**config.mk**
```make
export PLATFORM = sky130hd
export DESIGN_NAME = rtc_sec_core
export DESIGN_NICKNAME = d
export VERILOG_FILES = /design/src/rtl/rtc_pkg.sv /design/src/rtl/rtc_prescaler.sv /design/src/rtl/rtc_wr_gate.sv /design/src/rtl/rtc_sec_core.sv
export SDC_FILE = /design/constraint.sdc
export NUM_CORES = 1
export LEC_CHECK = 0
export ABC_AREA = 1
export BUFFER_PORTS_ARGS = -buffer_cell sky130_fd_sc_hd__buf_2
export CAP_MARGIN = 20
export CORE_MARGIN = 1
export CORE_UTILIZATION = 55
export CTS_CLUSTER_SIZE = 30
export DETAILED_ROUTE_END_ITERATION = 6
export PLACE_DENSITY = 0.79
export SETUP_SLACK_MARGIN = 0.4
export SLEW_MARGIN = 20
export SYNTH_ARGS = -nofsm -noshare
export SYNTH_HDL_FRONTEND = slang
export SYNTH_SLANG_ARGS = --single-unit
```
**constraint.sdc**
```tcl
create_clock -name clk -period 3 [get_ports clk]
set_clock_uncertainty 0.1 [all_clocks]
set_input_delay 0.3 -clock clk [delete_from_list [all_inputs] [get_ports clk]]
set_output_delay 0.3 -clock clk [all_outputs]
set_load 0.01 [all_outputs]
```
**src/rtl/rtc_pkg.sv**
```systemverilog
package rtc_pkg;

    localparam logic [7:0] OFS_CTRL    = 8'h00;
    localparam logic [7:0] OFS_SECONDS = 8'h04;
    localparam logic [7:0] OFS_ALARM   = 8'h08;
    localparam logic [7:0] OFS_SCRATCH = 8'h34;
    localparam logic [7:0] OFS_UNLOCK  = 8'h3C;

    localparam logic [31:0] UNLOCK_KEY = 32'h0000_A55A;

    localparam int B_READY  = 7;
    localparam int B_EV_SEC = 6;
    localparam int B_IE_SEC = 5;
    localparam int B_EV_ALM = 4;
    localparam int B_IE_ALM = 3;
    localparam int B_ARM    = 2;
    localparam int B_RUN    = 0;

    typedef struct packed {
        logic [31:0] seconds;
        logic [31:0] alarm;
        logic [31:0] scratch;
        logic        ev_sec;
        logic        ie_sec;
        logic        ev_alm;
        logic        ie_alm;
        logic        arm;
        logic        run;
    } rtc_regs_t;

endpackage

```
**src/rtl/rtc_prescaler.sv**
```systemverilog
module rtc_prescaler #(
    parameter int PRESCALE = 32768
) (
    input  logic clk,
    input  logic rst_n,
    input  logic run,
    input  logic slow_en,
    output logic tick
);
    localparam int CW = (PRESCALE > 2) ? $clog2(PRESCALE) : 1;
    localparam logic [CW-1:0] LAST = CW'(PRESCALE - 1);

    logic [CW-1:0] cnt_d, cnt_q;

    always_comb begin
        cnt_d = cnt_q;
        tick  = 1'b0;
        if (!run) begin
            cnt_d = '0;
        end else if (slow_en) begin
            if (cnt_q == LAST) begin
                cnt_d = '0;
                tick  = 1'b1;
            end else begin
                cnt_d = cnt_q + 1'b1;
            end
        end
    end

    always_ff @(posedge clk or negedge rst_n) begin
        if (!rst_n) cnt_q <= '0;
        else        cnt_q <= cnt_d;
    end

    AST_TICK_NEEDS_RUN: assert property (@(posedge clk) disable iff (!rst_n)
        tick |-> (run && slow_en)) else $error("tick without run");

endmodule

```
**src/rtl/rtc_wr_gate.sv**
```systemverilog
module rtc_wr_gate
    import rtc_pkg::*;
#(
    parameter int BUSY_CYCLES = 4
) (
    input  logic        clk,
    input  logic        rst_n,
    input  logic        wr,
    input  logic [7:0]  addr,
    input  logic [31:0] wdata,
    output logic        ready,
    output logic        unlocked,
    output logic        commit
);
    localparam int BW = $clog2(BUSY_CYCLES + 1);
    localparam logic [BW-1:0] BUSY_LOAD = BW'(BUSY_CYCLES);

    typedef struct packed {
        logic          unl;
        logic [BW-1:0] busy;
    } gate_t;

    gate_t g_d, g_q;
    logic  hits_reg;

    always_comb begin
        hits_reg = (addr == OFS_CTRL) || (addr == OFS_SECONDS) ||
                   (addr == OFS_ALARM) || (addr == OFS_SCRATCH);
        ready    = (g_q.busy == '0);
        unlocked = g_q.unl;
        commit   = wr && hits_reg && g_q.unl && ready;

        g_d = g_q;
        if (g_q.busy != '0) g_d.busy = g_q.busy - 1'b1;
        if (wr && (addr == OFS_UNLOCK) && ready) g_d.unl = (wdata == UNLOCK_KEY);
        if (commit) begin
            g_d.unl  = 1'b0;
            g_d.busy = BUSY_LOAD;
        end
    end

    always_ff @(posedge clk or negedge rst_n) begin
        if (!rst_n) g_q <= '0;
        else        g_q <= g_d;
    end

    AST_RELOCK_AFTER_COMMIT: assert property (@(posedge clk) disable iff (!rst_n)
        commit |=> !unlocked) else $error("unlock survived a write");
    AST_BUSY_AFTER_COMMIT: assert property (@(posedge clk) disable iff (!rst_n)
        commit |=> !ready) else $error("ready high after write");
    AST_READY_RETURNS: assert property (@(posedge clk) disable iff (!rst_n)
        (g_q.busy == BW'(1)) |=> ready) else $error("ready stuck low");
    AST_BUSY_UNLOCK_IGNORED: assert property (@(posedge clk) disable iff (!rst_n)
        (!ready && !unlocked && wr && addr == OFS_UNLOCK) |=> !unlocked)
        else $error("unlock taken while busy");

endmodule

```
**src/rtl/rtc_sec_core.sv**
```systemverilog
module rtc_sec_core
    import rtc_pkg::*;
#(
    parameter int PRESCALE    = 32768,
    parameter int BUSY_CYCLES = 4
) (
    input  logic        clk,
    input  logic        rst_n,
    input  logic        slow_en,
    input  logic        bus_wr,
    input  logic [7:0]  bus_addr,
    input  logic [31:0] bus_wdata,
    output logic [31:0] bus_rdata,
    output logic        irq
);
    rtc_regs_t r_d, r_q;
    logic tick, ready, unlocked, commit;
    logic [31:0] sec_inc;
    logic alm_hit;
    logic [31:0] ctrl_view;

    rtc_prescaler #(.PRESCALE(PRESCALE)) u_pre (
        .clk(clk), .rst_n(rst_n), .run(r_q.run), .slow_en(slow_en), .tick(tick)
    );

    rtc_wr_gate #(.BUSY_CYCLES(BUSY_CYCLES)) u_gate (
        .clk(clk), .rst_n(rst_n), .wr(bus_wr), .addr(bus_addr), .wdata(bus_wdata),
        .ready(ready), .unlocked(unlocked), .commit(commit)
    );

    always_comb begin
        sec_inc = r_q.seconds + 32'd1;
        alm_hit = tick && r_q.arm && (sec_inc == r_q.alarm);

        r_d = r_q;
        if (tick) begin
            r_d.seconds = sec_inc;
            r_d.ev_sec  = 1'b1;
        end
        if (alm_hit) r_d.ev_alm = 1'b1;

        if (commit) begin
            unique case (bus_addr)
                OFS_CTRL: begin
                    r_d.ie_sec = bus_wdata[B_IE_SEC];
                    r_d.ie_alm = bus_wdata[B_IE_ALM];
                    r_d.arm    = bus_wdata[B_ARM];
                    r_d.run    = bus_wdata[B_RUN];
                    r_d.ev_sec = (r_q.ev_sec & bus_wdata[B_EV_SEC]) | tick;
                    r_d.ev_alm = (r_q.ev_alm & bus_wdata[B_EV_ALM]) | alm_hit;
                end
                OFS_SECONDS: r_d.seconds = bus_wdata;
                OFS_ALARM:   r_d.alarm   = bus_wdata;
                OFS_SCRATCH: r_d.scratch = bus_wdata;
                default: ;
            endcase
        end
    end

    always_ff @(posedge clk or negedge rst_n) begin
        if (!rst_n) r_q <= '0;
        else        r_q <= r_d;
    end

    always_comb begin
        ctrl_view = '0;
        ctrl_view[B_READY]  = ready;
        ctrl_view[B_EV_SEC] = r_q.ev_sec;
        ctrl_view[B_IE_SEC] = r_q.ie_sec;
        ctrl_view[B_EV_ALM] = r_q.ev_alm;
        ctrl_view[B_IE_ALM] = r_q.ie_alm;
        ctrl_view[B_ARM]    = r_q.arm;
        ctrl_view[B_RUN]    = r_q.run;
        case (bus_addr)
            OFS_CTRL:    bus_rdata = ctrl_view;
            OFS_SECONDS: bus_rdata = r_q.seconds;
            OFS_ALARM:   bus_rdata = r_q.alarm;
            OFS_SCRATCH: bus_rdata = r_q.scratch;
            OFS_UNLOCK:  bus_rdata = {unlocked, 31'd0};
            default:     bus_rdata = '0;
        endcase
        irq = (r_q.ev_sec & r_q.ie_sec) | (r_q.ev_alm & r_q.ie_alm);
    end

    AST_SEC_STEP: assert property (@(posedge clk) disable iff (!rst_n)
        (tick && !(commit && bus_addr == OFS_SECONDS)) |=> r_q.seconds == $past(r_q.seconds) + 32'd1)
        else $error("seconds did not step");
    AST_LOCKED_SCRATCH: assert property (@(posedge clk) disable iff (!rst_n)
        (bus_wr && !unlocked && bus_addr == OFS_SCRATCH) |=> $stable(r_q.scratch))
        else $error("locked write landed");
    AST_ALARM_FROM_TICK: assert property (@(posedge clk) disable iff (!rst_n)
        $rose(r_q.ev_alm) |-> $past(tick)) else $error("alarm event without tick");
    AST_SEC_EVENT_FROM_TICK: assert property (@(posedge clk) disable iff (!rst_n)
        $rose(r_q.ev_sec) |-> $past(tick)) else $error("second event without tick");

endmodule

```
After elaboration in Yosys (flattened, before gate mapping)
Cells that the tools add are included.

storage, ports and cells
  flip-flop bits (word level) = 121
  output and inout bits = 33

cells by class
  $add $sub $neg = 3
  equal/unequal tests = 8
  multiplexer cells = 18
  bitwise gates (word level) = 7
  reductions and logical operators = 18

operator list
  operator                                                                 count
  32-bit one-hot mux with 5 select lines                                   1
  32-bit two-way mux                                                       4
  102-bit two-way mux                                                      1
  15-bit two-way mux                                                       3
  32-bit by 1-bit adder with 32-bit output, second input constant          1
  32-bit by 16-bit equality test with 1-bit output, second input constant  1
  32-bit equality test                                                     1
  8-bit by 6-bit equality test with 1-bit output, second input constant    2
  15-bit by 1-bit adder with 15-bit output, second input constant          1
  15-bit equality test, second input constant                              1
  8-bit by 3-bit equality test with 1-bit output, second input constant    1
  8-bit by 4-bit equality test with 1-bit output, second input constant    1
  8-bit zero test                                                          1
  1-bit logical AND                                                        7
  1-bit two-way mux                                                        6
  6-bit two-way mux                                                        1
  2-bit AND reduction                                                      3
  1-bit bitwise AND                                                        4
  4-bit two-way mux                                                        1
  2-bit nonzero test                                                       2
  3-bit zero test                                                          1
  1-bit logical OR                                                         3
  3-bit two-way mux                                                        1
  1-bit OR                                                                 3
  other kinds (3)                                                          3

Depth between registers and ports, before layout
Gate-level depths: netlist of the first run.

  depth in word-level cells = 9
  mapped depth = 15

Hierarchy
Synthesis of the first run repeated with hierarchy kept, for this count alone.

unflattened totals
  cells, all modules = 1132
  area total of the unflattened synthesis = 7718.7 µm²

by module, submodules not included
  module         times used  cells each  area each (µm²)  seq. area each (µm²)
  rtc_sec_core   1           921         6348.6           2552.4
  rtc_prescaler  1           125         895.9            375.4
  rtc_wr_gate    1           86          474.2            100.1

Least setup slack after synthesis of the first run
OpenSTA, ideal clock, no wires.

  kind = input -> output
  from = input port bus_addr[1]
  to = output port bus_rdata[21]
  data arrival time = 1.551 ns
  required time = 2.600 ns
  setup slack = 1.049 ns
  stages = 8
  path buffers = 1
  cells stage by stage = nor2_1 nand2_1 nor2_1 inv_1 nor2_1 inv_1 clkbuf_1 o211ai_1

between the ends
  cells in the longest elaborated chain, start to end = 2
  elaborated cells on any way between the ends = 6

RTL lines
  item                                                                          line                text
  start, declared                                                               rtc_sec_core.sv:11  input logic [7:0] bus_addr,
  8-bit by 6-bit equality test with 1-bit output, or another cell as far along  rtc_sec_core.sv:74  case (bus_addr)
  32-bit one-hot mux with 5 select lines (*)                                    rtc_sec_core.sv:74
  end, declared                                                                 rtc_sec_core.sv:13  output logic [31:0] bus_rdata,

Mark *: on every way between the ends. The rest lies on a longest branch, timed or not.

==> results of run 1 <==
## registers in the layout (all words and copies together), names as in the netlist
register and cells:
u_gate.unlocked 1, u_pre.cnt_q 15, r_q 96, ctrl_view 6, u_gate.g_q 3
## layer usage
layer / track usage, % / routed length [um]
met5: 0 / 0
met4: 10.6 / 531
met3: 7.94 / 1840
met2: 49.0 / 9730
met1: 43.7 / 9620
## critical path, stage by stage, from the launching register on
cell and delay [ns]:
dfrtp_1 0.48, nand2_1 0.18, nor2_4 0.21, nand2_4 0.11, nor2_4 0.23, nand2_1 0.15, xor2_1 0.28, nand2_1 0.11
nand2_1 0.08, nand2_1 0.05, nor2_1 0.11, nand3_1 0.14, nand2_1 0.08
## stage by stage
stage | total power, uW | setup slack, ns | instances
finish | 4150 | 0.616 | 1368
CTS | 4160 | 0.483 | 1366
detailed placement | 1900 | 0.486 | 1334
global placement | 1900 | 0.603 | 1334
floorplan | 1800 | 1.05 | 1106
global route | 4270 | 0.443 | 1368
## cell families after synthesis
| kind of cell | count (synthesis) | share of synthesized area, % |
|---|---|---|
| xor gates and xnor gates | 11 | 1.63 |
| DFF | 121 | 39.8 |
| and+or+nand+nor | 587 | 33.2 |
| muxes | 1 | 0.148 |
| adders and majority gates | 4 | 0.658 |
| buffers and inverters | 183 | 9.42 |
| AOI/OAI and AO/OA | 199 | 15.2 |
## cells in the mapped netlist, types with 2 or more instances
cell type    n
a221o_1      5
inv_1      143
o22ai_1      8
buf_2       20
ha_1         4
a21oi_1     10
xor2_1       7
or2_2        2
o21ai_1     22
nand2_1    368
inv_2        5
nor4_1       8
nand3b_1     2
xnor2_1      2
nand3_2      2
buf_1        2
xnor3_1      2
nor2_2       3
o211ai_1     2
nor2_8       3
nand2_2      5
clkbuf_1    11
nor2_4       5
dfrtp_1    121
a221oi_1     2
nand4_1      4
o21ai_0    119
nor3_1      11
nor2_1      91
nand3_1     75
o21a_1       2
nand2_4      5
o221ai_1    21
## power groups by stage
stage,clock network (uW),registers (uW),logic (uW)
floorplan,0,1700,107
global placement,0,1700,203
detailed placement,0,1700,206
CTS,2280,1670,208
global route,2360,1670,240
finish,2270,1670,206
## cells in the final DEF, fill, tap and decap left out, drive strengths merged, types with 4 or more instances in the layout
cell type  netlist  routed
nand2          378     378
ha               4       4
bufinv           0       5
nand3           77      77
o221ai          21      21
nor3            11      11
buf             23      88
nor2           102     102
clkbuf          11      23
o22ai            8       8
dfrtp          121     121
a221o            5       5
o21ai          141     141
a21oi           11      11
clkinv           1       4
xor2             7       7
nand4            5       5
inv            148     147
nor4             8       8
## worst paths after layout
check,startpoint,to,slack [ns]
max,r_q[75]$_DFF_PN0_,ctrl_view[4]$_DFF_PN0_,0.62
min,bus_wdata[6],ctrl_view[6]$_DFF_PN0_,0.04
max reg2reg,r_q[75]$_DFF_PN0_,ctrl_view[4]$_DFF_PN0_,0.62
min reg2reg,u_gate.g_q[0]$_DFFE_PN0P_,u_gate.g_q[0]$_DFFE_PN0P_,0.37
max in group asynchronous,rst_n,r_q[62]$_DFFE_PN0P_,1.81
min in group asynchronous,rst_n,u_pre.cnt_q[7]$_DFFE_PN0P_,0.24
## final cells by class
| class | instances | area [um^2] | share of cell area (%) |
|---|---|---|---|
| timing repair buffer | 89 | 495 | 5.61 |
| clock buffer | 23 | 488 | 5.53 |
| inverter | 149 | 564 | 6.39 |
| clock inverter | 8 | 165 | 1.87 |
| multi-input combinational | 802 | 3870 | 43.8 |
| sequential | 121 | 3030 | 34.3 |
| tap | 176 | 220 | 2.49 |
## what timing repair did
| action | 4_1_cts | 5_1_grt |
|---|---|---|
| buffers inserted | 0 | 2 |
| endpoints found under the hold margin | 27 | 0 |
| gates resized for setup | 0 | 2 |
| setup endpoints to repair | 0 | 15 |
| hold buffers | 1 | 0 |
==> results.tsv, run 1 <==
stage	metric	value	unit
sta	hold_viol_final	0	
routing	avgViaCountPerCell	5.64	
finish	diodes	0	
run_status	status	finished clean	
clock_tree	clk_pin_slew	0.06	ns
placed_design	port_buffers	76	
sta	slew_headroom	48.1	%
synth	syn_area	7610	um^2
flow_run	cap_violations	0	
clock_tree	cts_max_level	4	
setup_path	critPathMaxFanout	8	
synth	syn_avg_cell_area	6.88	um^2
global_route	grt_use_total	31.8	%
routing	num_vias	7712	
synth	synth_nets	1154	
routing	firstDrtPassIters	5	
clock_tree	numCtsBuffers	17	
sta	fin_crit	2.38	ns
global_route	gr-total-overflow	0	
global_route	grt_max_degree	66	
routing	ant_nets	0	
synth	synthCells	1106	
power_and_ir_drop	p_clk_share	54.8	%
synth	ys_top_cells_by_area	dfrtp_1 40%, nand2_1 18%, o21ai_0 7.8%	
routing	drt-initial-drc-count	824	
floorplan	rows	42	
routing	drc	0	
global_route	grt_pass1_wl	35400	um
synth	synth_edf_count	0	
synth	ys_seq_elements	121	
finish	syn_to_final_growth	16.1	%
floorplan	chipHeight	120	um
power_and_ir_drop	p_leak	0.00420	uW
setup_path	critPathKind	reg -> reg	
synth	synthArstFlopShare	100	%
synth	synth_ff_type	dfrtp_1	
placed_design	dp_hpwl	15100	um
synth	ys_seq_area_share	39.8	%
setup_path	crit_arrival	2.64	ns
power_and_ir_drop	pwr_density_cell	469	nW/um^2
sta	fin_tns_setup	0	ns
clock_tree	clock-root-buffer	clkbuf_16	
floorplan	die-area	14300	um^2
global_route	antenna_found_initial	0	
worst_hold_path	hold-path-cell-count	3	
clock_tree	cts_tree	yes	
setup_path	end_kind	flip-flop	
synth	synth.distinct_cells	47	
global_route	grt_pass1_vias	7221	
finish	fillCellCount	1174	
synth	netlist.area_leader.share	39.8	%
floorplan	initial_core_util	57.0	%
power_and_ir_drop	internal_power	3280	uW
routing	drt_wl_total	21700	um
sta	slew_violations	0	
power_and_ir_drop	p_comb_share	5.0	%
finish	postLayoutCoreUtil	66.2	%
placed_design	place_area	8150	um^2
power_and_ir_drop	irDropWorstVdd	0.000331	V
finish	fin_area	8830	um^2
power_and_ir_drop	power.switching	863	uW
routing	wl_per_cell	15.9	um
placed_design	place_congestion	0.933	
finish	drive_above_1_share	13.0	%
floorplan	die_w	120	um
clock_tree	clock_path_buffers	2	
sta	tightest_slew	0.771	ns
synth	synth.yosys.warnings	0	
clock_tree	cts_sinks	121	
setup_path	critPathLaunchType	flip-flop	
floorplan	io_pins	77	
sta	fmax	0.419	GHz
sta	worst_hold_slack	0.0397	ns
clock_tree	clock_latency	0.42	ns
power_and_ir_drop	p_seq_share	40.3	%
power_and_ir_drop	p_sw_share	20.8	%
finish	finalNetCount	1228	
sta	setup_violations	0	
floorplan	core	13300	um^2
sta	rsz0062_at_grt	no	
setup_path	reg2reg_depth	12	
synth	yosysTopAreaCell	dfrtp_1	
sta	fin_crit_sh	79.5	%
worst_hold_path	hold_class	in -> reg	
setup_path	cp.required	3.26	ns
Note: power is estimated with default switching activity, not from simulation.
==> run 2, diff against run 1 <==
ABC_AREA = 0   (was 1)
clock period = 2.4 ns   (was 3 ns; I/O delays follow)
==> run 2 against run 1 <==
The flow now stops in global routing. Synthesized cell count decreased by 32%. Synthesized area decreased by 6.3%.
==> results.tsv, run 2 <==
stage	metric	value	unit	change
run_status	status	stopped before the end		
run_status	lastStage	global routing		
run_status	error	[ERROR GRT-0232] Routing congestion too high. Check the congestion heatmap in the GUI.		
synth	ys_seq_area_share	42.5	%	+2.7 points
floorplan	die_w	116	um	-3.1%
sta	worstEpCategory	register input		
synth	synth_edf_count	0		unchanged
synth	syn_avg_cell_area	9.52	um^2	+38%
floorplan	io_pins	77		unchanged
synth	netlist_top_cells_count	121 x dfrtp_1, 110 x nand2_1, 55 x xnor2_1		
synth	synth.yosys.warnings	0		unchanged
placed_design	place_congestion	0.969		+3.8%
global_route	gr-total-overflow	11		
synth	synthCells	749		-32%
floorplan	chipHeight	116	um	-3.1%
synth	synth_ff_type	dfrtp_1		
clock_tree	cts_sinks	121		unchanged
synth	ys_seq_elements	121		unchanged
synth	ys_top_cells_by_area	dfrtp_1 42%, xnor2_1 6.8%, nand2_1 5.8%		
clock_tree	cts_max_level	4		unchanged
floorplan	rows	41		-2.4%
floorplan	initial_core_util	56.5	%	-0.48 points
synth	synth.distinct_cells	52		+11%
placed_design	dp_hpwl	14100	um	-7.2%
clock_tree	clock-root-buffer	clkbuf_16		
sta	grt_repair_worst_endpoint	ctrl_view[4]$_DFF_PN0_/D		
synth	syn_area	7130	um^2	-6.3%
synth	synth_nets	797		-31%
placed_design	port_buffers	76		unchanged
placed_design	place_area	8380	um^2	+2.9%
clock_tree	numCtsBuffers	17		unchanged
synth	yosysMostFrequentCell	dfrtp_1		
global_route	grt_use_total	73.0	%	
clock_tree	clock_path_buffers	2		unchanged
synth	synthArstFlopShare	100	%	unchanged
global_route	grt_max_degree	54		
synth	yosysTopAreaCell	dfrtp_1		
synth	netlist.area_leader.share	42.5	%	+2.7 points
-- run 2: stage by stage --
step | hold WS, ns | std cells | TNS, ns | setup WS, ns
global placement | 0.182 | 1029 | -9.52 | -0.178
floorplan | -0.156 | 749 | -8.18 | -0.179
detailed placement | 0.189 | 1029 | -15.75 | -0.212
CTS | 0.000186 | 1163 | -0.207 | -0.0442
-- run 2: metal layers --
layer	overflow	global-route usage [%]
met1	0	75.7
met2	3	90.4
met3	0	54.6
met4	8	70.6
met5	0	20.4
-- run 2: cells by family after synthesis --
logic type | count (synthesis) | synth area share [%]
DFF | 121 | 42.5
muxes | 79 | 12.2
AOI/OAI and AO/OA | 110 | 10.2
adders and majority gates | 4 | 0.702
xor gates and xnor gates | 88 | 10.8
and+or+nand+nor | 282 | 20.0
buffers and inverters | 65 | 3.61
-- run 2: timing repair --
action / in CTS
pin swaps: 89
gates resized for setup: 285
hold buffers: 27
endpoints found under the hold margin: 86
gates cloned: 23
setup endpoints to repair: 130
buffers inserted: 53
==> run 3, diff against run 2 <==
CORE_UTILIZATION = 40   (was 55)
CTS_CLUSTER_SIZE = default   (was 30)
PLACE_DENSITY = default   (was 0.79)
PLACE_DENSITY_LB_ADDON = 0.15   (was default)
SETUP_SLACK_MARGIN = default   (was 0.4)
==> run 3 against run 2 <==
The flow now finishes, with violations (negative setup slack). Synthesized area unchanged. Synthesized cell count unchanged.
==> results.tsv, run 3 <==
stage	metric	value	unit	change
routing	wl_per_cell	18.5	um	
global_route	antenna_found_initial	0		
setup_path	ff2ff_setup_slack	0.01	ns	
sta	slew_violations	0		
sta	fmax	0.404	GHz	
worst_hold_path	hold-path-cell-count	3		
run_status	status	finished, violations left		
routing	avgViaCountPerCell	5.42		
flow_run	cap_violations	0		
power_and_ir_drop	irDropWorstVdd	0.000467	V	
sta	hold_viol_final	0		
sta	setup_slack	-0.0753	ns	
worst_hold_path	min_to	r_q[76]$_DFF_PN0_		
sta	fin_crit_sh	103	%	
synth	synth_ff_type	dfrtp_1		
sta	worst_hold_slack	0.00812	ns	
power_and_ir_drop	p_total	5020	uW	
global_route	grt_use_total	24.0	%	
setup_path	r2r-end	ctrl_view[4]$_DFF_PN0_		
clock_tree	clock_latency	0.42	ns	
setup_path	cp.required	2.06	ns	
routing	ant_nets	0		
finish	top_register	r_q		
floorplan	chipHeight	136	um	+17%
synth	syn_area	7130	um^2	unchanged
setup_path	r2r-start	r_q[70]$_DFF_PN0_		
global_route	grt_pass1_wl	33600	um	
placed_design	port_buffers	76		unchanged
global_route	gr-total-overflow	0		
clock_tree	numCtsBuffers	17		unchanged
setup_path	critPathMaxFanout	6		
power_and_ir_drop	pwr_density_cell	506	nW/um^2	
synth	syn_avg_cell_area	9.52	um^2	unchanged
sta	fin_crit	2.48	ns	
finish	postLayoutCoreUtil	57.2	%	
sta	tightest_slew	0.686	ns	
setup_path	critPathKind	in -> out		
synth	yosysMostFrequentCell	dfrtp_1		
routing	drc	0		
routing	drt-initial-drc-count	363		
worst_hold_path	hold_class	in -> reg		
sta	rsz0062_at_grt	yes		
finish	largest_reg_flops	96		
synth	netlist.area_leader.share	42.5	%	unchanged
sta	setup_violations	47		
clock_tree	clock_path_buffers	2		unchanged
synth	ys_seq_area_share	42.5	%	unchanged
clock_tree	clk_pin_slew	0.06	ns	
setup_path	reg2reg_depth	10		
setup_path	critPathLaunchType	input port		
floorplan	die_w	136	um	+17%
synth	synth_edf_count	0		unchanged
clock_tree	cts_max_level	4		unchanged
finish	diodes	0		
finish	final_common_cell	dfrtp_1		
setup_path	crit_arrival	2.14	ns	
global_route	grt_pass1_vias	6271		
run_status	violations	negative setup slack		
floorplan	rows	48		+17%
synth	synthArstFlopShare	100	%	unchanged
setup_path	end_kind	output port		
synth	ys_seq_elements	121		unchanged
placed_design	place_congestion	0.848		-12%
worst_hold_path	min-delay-start	bus_wdata[6]		
synth	netlist_top_cells_count	121 x dfrtp_1, 110 x nand2_1, 55 x xnor2_1		
global_route	grt_max_degree	122		
finish	finalNetCount	976		
synth	synth_nets	797		unchanged
floorplan	io_pins	77		unchanged
placed_design	dp_hpwl	14300	um	+1.9%
floorplan	initial_core_util	41.1	%	-15 points
floorplan	die-area	18400	um^2	
floorplan	core	17400	um^2	
finish	syn_to_final_growth	39.1	%	
power_and_ir_drop	p_leak	0.00467	uW	
clock_tree	cts_tree	yes		
synth	synth.yosys.warnings	0		unchanged
synth	yosysTopAreaCell	dfrtp_1		
routing	firstDrtPassIters	6		
finish	final_cell_mix	117 x dfrtp_1, 90 x buf_4, 84 x nand2_1		
clock_tree	clock-root-buffer	clkbuf_16		
routing	drt_wl_total	21600	um	
clock_tree	cts_sinks	121		unchanged
routing	num_vias	6321		
synth	synthCells	749		unchanged
synth	synth.distinct_cells	52		unchanged
synth	ys_top_cells_by_area	dfrtp_1 42%, xnor2_1 6.8%, nand2_1 5.8%		
sta	slew_headroom	54.3	%	
finish	drive_above_1_share	34.6	%	
-- run 3: cell counts after synthesis --
No cell type changed its count.
-- run 3: final cells by class --
cell class,instances,area [um^2]
sequential,121,3030
tap,225,282
timing repair buffer,209,1690
multi-input combinational,563,4220
inverter,16,60.1
fill,1513,7440
clock buffer,19,433
clock inverter,13,201
-- run 3: per-stage QoR --
stage	setup WS (ns)	setup TNS (ns)	area, um^2	cells
after floorplan	-0.179	-8.58	7260	749
after CTS	-0.0889	-1.16	9600	1156
final	-0.0753	-1.71	9920	1166
after global placement	-0.400	-12.88	8400	1088
after global routing	-0.151	-3.91	9920	1166
after detailed placement	-0.400	-15.00	8400	1088
-- run 3: worst max path at each step --
stage                            startpoint                endpoint  slack [ns]  depth (start not counted)
after CTS                 r_q[71]$_DFF_PN0_  ctrl_view[4]$_DFF_PN0_       -0.09                          9
after floorplan                 bus_addr[7]     r_q[10]$_DFFE_PN0P_       -0.18                          8
after global placement    r_q[70]$_DFF_PN0_  ctrl_view[4]$_DFF_PN0_       -0.40                          8
after detailed placement  r_q[70]$_DFF_PN0_  ctrl_view[4]$_DFF_PN0_       -0.40                          8
after global routing      r_q[70]$_DFF_PN0_  ctrl_view[4]$_DFF_PN0_       -0.15                          8
final                           bus_addr[7]            bus_rdata[8]       -0.08                          9
-- run 3: routing by layer --
metal | up-vias | track usage (%) | part of all wire [%]
li1 | 3023 | - | -
met1 | 3091 | 33.1 | 47
met2 | 168 | 38.0 | 46
met3 | 39 | 4.49 | 4.1
met4 | 0 | 7.68 | 2.4
met5 | - | 0 | 0
-- run 3: worst max-delay path, cell delays in order --
cell and delay, ns:
buf_6 0.09, or4_4 0.56, or4_4 0.46, nor2_4 0.24
buf_12 0.16, clkbuf_16 0.16, nand2_2 0.05, nand2_1 0.05
buf_2 0.12
-- run 3: repair_timing --
action,4_1_cts,5_1_grt
gates cloned,2,3
hold buffers,28,0
pin swaps,10,29
buffers inserted,6,9
gates resized for setup,38,64
hold endpoints to repair,175,0
setup endpoints to repair,32,50
-- run 3: kinds of logic (layout without fill, tap and decap cells) --
kind of cell             count (synthesis)  count (layout)  synth area share (%)
flip-flops                             121             121                  42.5
AO/OA/AOI/OAI                          110             110                  10.2
multiplexers                            79              79                  12.2
XOR/XNOR                                88              88                  10.8
AND/OR/NAND/NOR                        282             282                  20.0
buffers and inverters                   65             257                  3.61
adder cells (fa/ha/maj)                  4               4                 0.702
-- run 3: where the power goes --
group          switching [uW]  total (uW)  internal (uW)
clock                     953        2790           1830
combinational             115         195           79.6
sequential             0.0661        2040           2040
total                    1070        5020           3950
==> run 4, diff against run 3 <==
SYNTH_HIERARCHICAL = 1   (was default)
==> run 4 against run 3 <==
The run still ends with negative setup slack left. Cell count up 0.94%. Critical path depth is 1 higher. Sequential power about the same. Design area is essentially flat. Combinational power shrank 8%. Utilization shrank 1.9 points. Fmax fell by 2.4%. Synthesized area rose by 2.6%. Synthesized cell count is 2.0% lower.
==> results.tsv, run 4 <==
stage	metric	value	unit	change
run_status	status	finished, violations left		
run_status	violations	negative setup slack		
finish	diodes	0		unchanged
synth	synth.distinct_cells	74		+42%
placed_design	place_area	8850	um^2	+5.3%
floorplan	core	18000	um^2	+3.5%
global_route	gr-total-overflow	0		unchanged
worst_hold_path	hold_class	in -> reg		
setup_path	max_stage_delay	0.52	ns	-0.04 ns
synth	synth.yosys.warnings	6		+6
clock_tree	cts_sinks	121		unchanged
sta	slew_headroom	55.9	%	+1.6 points
finish	final_common_cell	buf_4		
setup_path	crit_buf_inv	5		+1
setup_path	crit_arrival	2.20	ns	+0.06 ns
global_route	grt_pass1_wl	34500	um	+2.8%
finish	postLayoutCoreUtil	55.2	%	-1.9 points
sta	setup_violations	25		-47%
synth	ys_seq_area_share	41.4	%	-1.1 points
finish	final_cell_mix	130 x buf_4, 120 x dfrtp_1, 71 x buf_2		
global_route	busiest_layer	met2		
clock_tree	clk_pin_slew	0.05	ns	about the same
setup_path	critPathMaxFanout	11		+5
power_and_ir_drop	p_seq_share	42.4	%	+1.7 points
setup_path	cp.required	2.06	ns	about the same
global_route	met3_usage	4.16	%	-0.33 points
global_route	grtUsageMet2	38.6	%	+0.60 points
placed_design	dp_hpwl	15800	um	+10%
finish	top_register	r_q		
synth	netlist_top_cells_count	121 x dfrtp_1, 64 x mux2_2, 62 x nor2_1		
setup_path	crit_chain	buf_6, or4_4, or3_4, or2_4, nor2_4, buf_12, buf_12, a222oi_1, inv_1, buf_2		
sta	fin_tns_setup	-2.11	ns	-0.403 ns
floorplan	rows	49		+2.1%
synth	yosysMostFrequentCell	dfrtp_1		
synth	syn_area	7320	um^2	+2.6%
synth	synth_edf_count	0		unchanged
finish	drive_above_1_share	38.7	%	+4.1 points
power_and_ir_drop	irDropWorstVdd	0.000452	V	-3.2%
sta	fmax	0.394	GHz	-2.4%
sta	rsz0062_at_grt	yes		
clock_tree	cts_max_level	4		unchanged
synth	synth_nets	782		-1.9%
synth	ys_seq_elements	121		unchanged
routing	wl_per_cell	18.2	um	-1.8%
clock_tree	clock-root-buffer	clkbuf_16		
setup_path	path_common_cell	buf_12		
finish	syn_to_final_growth	35.6	%	
placed_design	port_buffers	76		unchanged
placed_design	place_congestion	0.863		+1.8%
floorplan	die-area	18800	um^2	+2.6%
synth	synth_fa_ha_area_share	0.684	%	-0.018 points
power_and_ir_drop	pwr_density_cell	485	nW/um^2	-4.1%
synth	synthCells	734		-2.0%
sta	tightest_slew	0.662	ns	-0.0241 ns
power_and_ir_drop	p_clk_share	53.9	%	-1.6 points
synth	syn_avg_cell_area	9.97	um^2	+4.7%
synth	synth_top_family_by_area	simple AND/OR/NAND/NOR gates		
synth	synthMuxAreaShare	12.8	%	+0.51 points
routing	drc	0		unchanged
global_route	grt_max_degree	47		-61%
routing	drt-initial-drc-count	561		+55%
setup_path	critPathKind	in -> out		
routing	firstDrtPassIters	6		unchanged
power_and_ir_drop	power.switching	1040	uW	-2.9%
finish	finalNetCount	985		+0.92%
setup_path	path_delay_family	simple AND/OR/NAND/NOR gates		
global_route	grt_use_total	24.1	%	+0.079 points
sta	setup_slack	-0.137	ns	-0.0617 ns
setup_path	critPathLaunchType	input port		
sta	fin_crit_sh	106	%	+2.6 points
routing	num_vias	6574		+4.0%
synth	synthArstFlopShare	100	%	unchanged
global_route	antenna_found_initial	0		unchanged
synth	yosys.area_share.xor_xnor	9.93	%	-0.88 points
clock_tree	clock_latency	0.43	ns	about the same
global_route	grt_pass1_vias	6589		+5.1%
sta	fin_crit	2.54	ns	+0.0617 ns
synth	ys_top_cells_by_area	dfrtp_1 41%, mux2_2 9.8%, xnor2_1 5.5%		
global_route	met1_usage	32.6	%	-0.48 points
floorplan	die_w	137	um	+1.3%
flow_run	cap_violations	0		unchanged
synth	synth-compound-area-share	11.6	%	+1.4 points
routing	avgViaCountPerCell	5.59		+3.0%
power_and_ir_drop	p_comb_share	3.7	%	-0.2 points
clock_tree	cts_tree	yes		
sta	hold_viol_final	0		unchanged
clock_tree	numCtsBuffers	17		unchanged
clock_tree	clock_path_buffers	2		unchanged
power_and_ir_drop	p_leak	0.00488	uW	+4.6%
finish	largest_reg_flops	96		unchanged
synth	netlist.area_leader.share	41.4	%	-1.1 points
setup_path	worst_path_max_delay_cell	or4_4		
power_and_ir_drop	p_sw_share	21.5	%	+0.26 points
synth	yosysTopAreaCell	dfrtp_1		
floorplan	io_pins	77		unchanged
floorplan	chipHeight	137	um	+1.3%
synth	synthSimpleGateAreaFrac	18.5	%	-1.5 points
floorplan	initial_core_util	40.7	%	-0.34 points
setup_path	end_kind	output port		
routing	ant_nets	0		unchanged
power_and_ir_drop	internal_power	3780	uW	-4.4%
routing	drt_wl_total	21400	um	-0.91%
synth	synth_ff_type	dfrtp_1		
sta	slew_violations	0		unchanged
finish	fin_area	9920	um^2	about the same
==> run 4: cell count changes after synthesis, moves of 9 or more <==
| cell | change |
|---|---|
| nand2_1 | -83 |
| inv_1 | +22 |
| xnor2_1 | -9 |
| nand3_1 | +12 |
| mux2_1 | -26 |
| a222oi_1 | +16 |
| mux2_2 | +30 |
| a22oi_1 | -15 |
| o21ai_0 | -33 |
| a21oi_1 | +33 |
| nor2_1 | +24 |
==> run 4: cell type report <==
cell class / instances / area [um^2]
Tap cell: 229 / 287
Timing Repair Buffer: 237 / 1790
Multi-Input combinational cell: 522 / 4090
Clock buffer: 21 / 460
Sequential cell: 121 / 3030
Fill cell: 1585 / 8040
Clock inverter: 9 / 124
Inverter: 38 / 143
==> run 4: repair_timing <==
action,CTS,global route
resized for setup,19,32
hold buffers,19,0
pin swaps,10,17
cloned,1,0
setup buffers,5,8
endpoints found under the hold margin,76,0
setup endpoints to repair,41,42
==> run 4: per-layer routing <==
layer	vias up	routed length [um]
met3	37	886
met4	0	474
met5	-	0
li1	3070	-
met1	3282	10100
met2	185	9950
==> run 4: cells by family after synthesis <==
| kind of cell | after synthesis |
|---|---|
| simple gates | 233 |
| flops | 121 |
| compound gates | 118 |
| buf+inv | 91 |
| mux | 84 |
| xor+xnor | 83 |
| fa+ha+maj | 4 |
==> run 4: worst paths after layout <==
path | start | endpoint | slack [ns] | cells past startpoint
setup / recovery | bus_addr[7] | bus_rdata[9] | -0.14 | 10
hold / removal | bus_wdata[14] | r_q[20]$_DFFE_PN0P_ | 0.02 | 2
setup reg to reg | r_q[78]$_DFF_PN0_ | ctrl_view[4]$_DFF_PN0_ | -0.11 | 7
hold reg to reg | u_gate/g_q[2]$_DFFE_PN0P_ | u_gate/g_q[2]$_DFFE_PN0P_ | 0.38 | 1
max in group asynchronous | rst_n | r_q[55]$_DFFE_PN0P_ | 1.23 | 3
min in group asynchronous | rst_n | u_pre/cnt_q[8]$_DFFE_PN0P_ | 0.27 | 2
==> run 4: stage by stage <==
step                cells  hold WS, ns  setup WS, ns  total power (uW)
floorplan             734       -0.156       -0.0942              2100
global route         1177       0.0117        -0.262              4970
detailed placement   1115        0.211        -0.361              2230
CTS                  1170      0.00462        -0.126              4860
finish               1177       0.0165        -0.137              4820
global placement     1115        0.190        -0.219              2230
==> run 4: power by group through the flow <==
stage          registers [uW]  logic, uW  clock network [uW]
2_1_floorplan            2080       21.2                   0
3_3_place_gp             2080        151                   0
3_5_place_dp             2080        154                   0
4_1_cts                  2040        183                2630
5_1_grt                  2040        199                2730
6_report                 2040        180                2590
==> run 4: worst reg2reg max path: cells and delay by family, from the launching register on <==
kind | cells | cell delay [ns]
compound gates | 3 | 0.48
simple gates | 4 | 1.43
flops | 1 | 0.39
